==> config.mk <==
export PLATFORM = sky130hd
export DESIGN_NAME = hwc_compressor
export DESIGN_NICKNAME = d
export VERILOG_FILES = /design/src/rtl/hwc_pkg.sv /design/src/rtl/hwc_popcount.sv /design/src/rtl/hwc_count_layer.sv /design/src/rtl/hwc_compressor.sv
export SDC_FILE = /design/constraint.sdc
export NUM_CORES = 1
export LEC_CHECK = 0
export CAP_MARGIN = 20
export CORE_UTILIZATION = 50
export DETAILED_ROUTE_END_ITERATION = 6
export PLACE_DENSITY_LB_ADDON = 0.12
export SETUP_SLACK_MARGIN = 0.05
export SLEW_MARGIN = 20
export SYNTH_ARGS = -nofsm -noshare
export SYNTH_HDL_FRONTEND = slang
export SYNTH_SLANG_ARGS = --single-unit
==> constraint.sdc <==
create_clock -name clk -period 12.8 [get_ports clk]
set_input_delay 2.56 -clock clk [delete_from_list [all_inputs] [get_ports clk]]
set_output_delay 2.56 -clock clk [all_outputs]
set_load 0.005 [all_outputs]
==> src/rtl/hwc_pkg.sv <==
`timescale 1ns/1ps
package hwc_pkg;
  // Number of equally weighted operand words per column.
  localparam int unsigned NUM_OPS = 9;
  // Extra single-bit injection lanes per column.
  localparam int unsigned NUM_INJ = 2;

  // Bits needed to hold a count of n ones.
  function automatic int unsigned cnt_bits(input int unsigned n);
    return $clog2(n + 1);
  endfunction
endpackage

==> src/rtl/hwc_popcount.sv <==
`timescale 1ns/1ps
module hwc_popcount #(
  parameter int unsigned N_IN = 9,
  localparam int unsigned OW = hwc_pkg::cnt_bits(N_IN)
) (
  input  logic [N_IN-1:0] bits_i,
  output logic [OW-1:0]   cnt_o
);
  // Behavioural ones-count; synthesis maps it to a shallow counter tree.
  always_comb begin
    cnt_o = '0;
    for (int i = 0; i < N_IN; i++) begin
      cnt_o = cnt_o + OW'(bits_i[i]);
    end
  end
endmodule

==> src/rtl/hwc_count_layer.sv <==
`timescale 1ns/1ps
module hwc_count_layer #(
  parameter int unsigned COLS    = 20,
  parameter int unsigned HEIGHT  = 11,
  parameter bit          REALIGN = 1'b1,
  localparam int unsigned OW = hwc_pkg::cnt_bits(HEIGHT)
) (
  input  logic [COLS-1:0][HEIGHT-1:0] cols_i,
  output logic [COLS-1:0][OW-1:0]     cols_o
);
  logic [COLS-1:0][OW-1:0] cnt;

  for (genvar c = 0; c < COLS; c++) begin : g_col
    hwc_popcount #(.N_IN(HEIGHT)) u_cnt (
      .bits_i (cols_i[c]),
      .cnt_o  (cnt[c])
    );
  end

  if (REALIGN) begin : g_realign
    // Bit k of every column count moves up k columns; bits pushed past
    // the top column fall off the shift (modulo 2^COLS).
    for (genvar k = 0; k < OW; k++) begin : g_plane
      logic [COLS-1:0] plane;
      logic [COLS-1:0] moved;
      for (genvar c = 0; c < COLS; c++) begin : g_pick
        assign plane[c] = cnt[c][k];
      end
      assign moved = plane << k;
      for (genvar c = 0; c < COLS; c++) begin : g_put
        assign cols_o[c][k] = moved[c];
      end
    end
  end else begin : g_raw
    assign cols_o = cnt;
  end
endmodule

==> src/rtl/hwc_compressor.sv <==
`timescale 1ns/1ps
module hwc_compressor #(
  parameter int unsigned W       = 16,
  parameter int unsigned G       = 4,
  parameter bit          REG_OUT = 1'b1
) (
  input  logic                              clk,
  input  logic                              rst,
  input  logic [hwc_pkg::NUM_OPS*W-1:0]     ops_i,
  input  logic [W+G-1:0]                    inj_a_i,
  input  logic [W+G-1:0]                    inj_b_i,
  output logic [W+G-1:0]                    gen_o,
  output logic [W+G-1:0]                    car_o
);
  import hwc_pkg::*;

  localparam int unsigned N  = W + G;
  localparam int unsigned H1 = NUM_OPS + NUM_INJ;   // 11 bits per column
  localparam int unsigned H2 = cnt_bits(H1);        // 4 after first layer
  localparam int unsigned H3 = cnt_bits(H2);        // 3 after second layer
  localparam int unsigned H4 = cnt_bits(H3);        // 2: sum and carry

  logic [N-1:0][H1-1:0] l1_cols;
  logic [N-1:0][H2-1:0] l2_cols;
  logic [N-1:0][H3-1:0] l3_cols;
  logic [N-1:0][H4-1:0] fin_cols;
  logic [N-1:0]         gen_d;
  logic [N-1:0]         car_d;

  // Column assembly: operands zero-extended into the guard columns.
  for (genvar c = 0; c < N; c++) begin : g_asm
    for (genvar m = 0; m < NUM_OPS; m++) begin : g_op
      if (c < W) begin : g_live
        assign l1_cols[c][m] = ops_i[m*W + c];
      end else begin : g_guard
        assign l1_cols[c][m] = 1'b0;
      end
    end
    assign l1_cols[c][NUM_OPS]   = inj_a_i[c];
    assign l1_cols[c][NUM_OPS+1] = inj_b_i[c];
  end

  hwc_count_layer #(.COLS(N), .HEIGHT(H1), .REALIGN(1'b1)) u_layer1 (
    .cols_i (l1_cols),
    .cols_o (l2_cols)
  );

  hwc_count_layer #(.COLS(N), .HEIGHT(H2), .REALIGN(1'b1)) u_layer2 (
    .cols_i (l2_cols),
    .cols_o (l3_cols)
  );

  // Final layer: per-column full adder, carry left unshifted.
  hwc_count_layer #(.COLS(N), .HEIGHT(H3), .REALIGN(1'b0)) u_layer3 (
    .cols_i (l3_cols),
    .cols_o (fin_cols)
  );

  for (genvar c = 0; c < N; c++) begin : g_split
    assign gen_d[c] = fin_cols[c][0];
    assign car_d[c] = fin_cols[c][1];
  end

  if (REG_OUT) begin : g_reg
    always_ff @(posedge clk) begin
      if (rst) begin
        gen_o <= '0;
        car_o <= '0;
      end else begin
        gen_o <= gen_d;
        car_o <= car_d;
      end
    end
  end else begin : g_comb
    assign gen_o = gen_d;
    assign car_o = car_d;
  end
endmodule

==> results.json <==
{
  "regArea_sq_um": 761,
  "timing.fmax_ghz": 0.143,
  "yosys.area_share.simple_pct": 4.09,
  "path_delay_family": "adder cells",
  "power_mw": 1.54,
  "die_h_um": 112,
  "critPathBufInv": 6,
  "top_usage_layer": "met2",
  "ctsHoldBuffers": 0,
  "post_synth_fa_ha_maj_area_fraction_pct": 59.1,
  "clockRootBuffer": "clkbuf_16",
  "fin_setup_tns_ns": 0,
  "min_from": "ops_i[64]",
  "yosys.cell_types.count": 16,
  "cp.arrival_ns": 7.14,
  "drt_iter0_markers": 79,
  "slew_violations": 0,
  "crit_top_cell": "fa_1",
  "cap_violations": 0,
  "crit_path_start": "ops_i[3]",
  "dp_slack_ns": 5.48,
  "status": "complete, but fails checks",
  "cts_tree": "done",
  "cts_resized": 0,
  "dieArea_sq_mm": 0.0124,
  "postCtsSetupBuffers": 0,
  "ys_ff_latch": 38,
  "antenna_left": 0,
  "finalHoldViolCount": 0,
  "multi_input_area_sq_mm": 0.00407,
  "detail_route.vias_per_cell": 4.34,
  "synth.area.top_cells": "fa_1 48%, inv_1 19%, dfxtp_1 13%",
  "hold_path.class": "in2reg",
  "synth_compound_area_share_pct": 1.84,
  "crit_type": "in2reg",
  "avgSynthCellArea_sq_um": 9.53,
  "grt_pass1_vias": 5120,
  "grtUsageMet3_pct": 3.10,
  "cpMaxStageDelayCell": "fa_1",
  "startpoint_type": "input pin",
  "setup_viol": 0,
  "htreeDepth": 2,
  "grt_use_met1_pct": 22.1,
  "p_per_area_mw_per_mm2": 181,
  "cp.depth": 16,
  "rsz0062_at_grt": "false",
  "wl_um": 11700,
  "grt_max_degree": 39,
  "ys_seq_area_share_pct": 12.7,
  "slowest_delay_ns": 0.57,
  "dpl.hpwl_um": 11200,
  "syn_area_sq_mm": 0.00600,
  "min_period_over_period_pct": 54.7,
  "drc": 14,
  "finalWeightedCongestion": 0.807,
  "fin_crit_ns": 7.00,
  "start_util_pct": 51.8,
  "grt.overflow.total": 0,
  "n_antenna_cell": 0,
  "gr-usage-met2_pct": 43.3,
  "cts_made_buffers": 5,
  "cts_buffer_depth": 2,
  "yosysTopAreaCellShare_pct": 48.1,
  "cts_num_sinks": 38,
  "endpoint_kind": "flip-flop",
  "vias": 4327,
  "synth_top_family_by_area": "adder cells",
  "timing.final.ws_setup_ns": 5.80,
  "crit_required_ns": 12.95,
  "antenna_found_initial": 0,
  "drive_above_1_share_pct": 0.820,
  "syn2layout_area_growth_pct": 41.9,
  "synth_cells": 629,
  "holdPathStages": 3,
  "fillCellCount": 867,
  "path_clk_slew_ns": 0.06,
  "synth.mux.area_fraction_pct": 0,
  "synth_top_area_cell": "fa_1",
  "synth_warnings": 0,
  "firstDrtPassIters": 5,
  "row_count": 39,
  "leakagePower_nw": 4.49,
  "core_sq_mm": 0.0116,
  "portBuffers": 223,
  "crit_fanout": 2,
  "violations": "DRC",
  "path_cells": "clkdlybuf4s50_1 -> inv_1 -> fa_1 -> fa_1 -> fa_1 -> inv_1 -> fa_1 -> inv_1 -> fa_1 -> fa_1 -> inv_1 -> ha_1 -> ha_1 -> inv_1 -> fa_1 -> nor2_1",
  "grt_pass1_wl_um": 21100,
  "fp.dieW_um": 112,
  "ir_worst_vdd_v": 0.0000858,
  "ios": 226,
  "final_nets": 1238,
  "track_usage_pct": 20.9,
  "routedWlPerCell_um": 11.7,
  "synth-xor-area-share_pct": 2.63
}
-- area by class of cell --
cell class,instances,share of cell area (%)
clock buffer,6,1.63
inverter,299,13.2
multi-input combinational,287,47.8
sequential,38,8.94
tap,143,2.10
timing repair buffer,224,26.3
-- placed cells by master, fill, tap and decap left out --
cell type | netlist | final
conb_1 | 1 | 2
a21oi_1 | 1 | 1
nand2_1 | 11 | 11
nor2b_1 | 17 | 17
clkdlybuf4s50_1 | 0 | 223
inv_1 | 299 | 299
buf_4 | 3 | 1
a21o_1 | 11 | 11
xnor2_1 | 18 | 18
clkbuf_8 | 0 | 1
o21ai_0 | 3 | 3
nor2_1 | 26 | 26
clkbuf_16 | 0 | 5
dfxtp_1 | 38 | 38
fa_1 | 144 | 144
o21a_1 | 1 | 1
ha_1 | 53 | 53
-- routing by layer --
layer  up-vias  share of wire, %
li1       2099                 -
met1      2091                35
met2       129                58
met3         8               6.1
met4         0               1.2
met5         -                 0
-- power breakdown --
part | leakage [nW] | total (mW) | switching, mW | internal [mW]
combinational | 4.11 | 1.24 | 0.629 | 0.613
sequential | 0.314 | 0.183 | 0.00920 | 0.174
clock | 0.0688 | 0.117 | 0.0420 | 0.0752
total | 4.49 | 1.54 | 0.680 | 0.862
-- flip-flops by register name, indices dropped and copies added (netlist names) --
| signal | cells |
|---|---|
| gen_o | 20 |
| car_o | 18 |
-- path summary, 6_finish.rpt --
kind / endpoint / slack [ns]
max: gen_o[5] / 5.80
min: gen_o[0] / 3.08
-- cell families after synthesis --
logic type / after synthesis
compound gates: 16
flops: 38
simple gates: 54
other cells: 1
buf+inv: 305
xor+xnor: 18
fa+ha+maj: 197
-- cell usage after synthesis --
master,instances
conb_1,1
o21ai_0,3
buf_4,3
buf_6,2
fa_1,144
nor2_1,26
o21a_1,1
ha_1,53
nor2b_1,17
xnor2_1,18
a21oi_1,1
a21o_1,11
inv_1,299
buf_2,1
dfxtp_1,38
nand2_1,11
-- through the flow --
step | utilization [%] | hold WS [ns] | cell area (sq um) | std cells
after detailed placement | 72.4 | 3.27 | 8370 | 991
after global placement | 72.4 | 3.27 | 8370 | 991
after CTS | 73.6 | 3.09 | 8510 | 997
final | 73.6 | 3.08 | 8510 | 997
after global routing | 73.6 | 3.11 | 8510 | 997
after floorplan | - | 2.79 | 6000 | 630
Power figures use the tool's default switching activity.
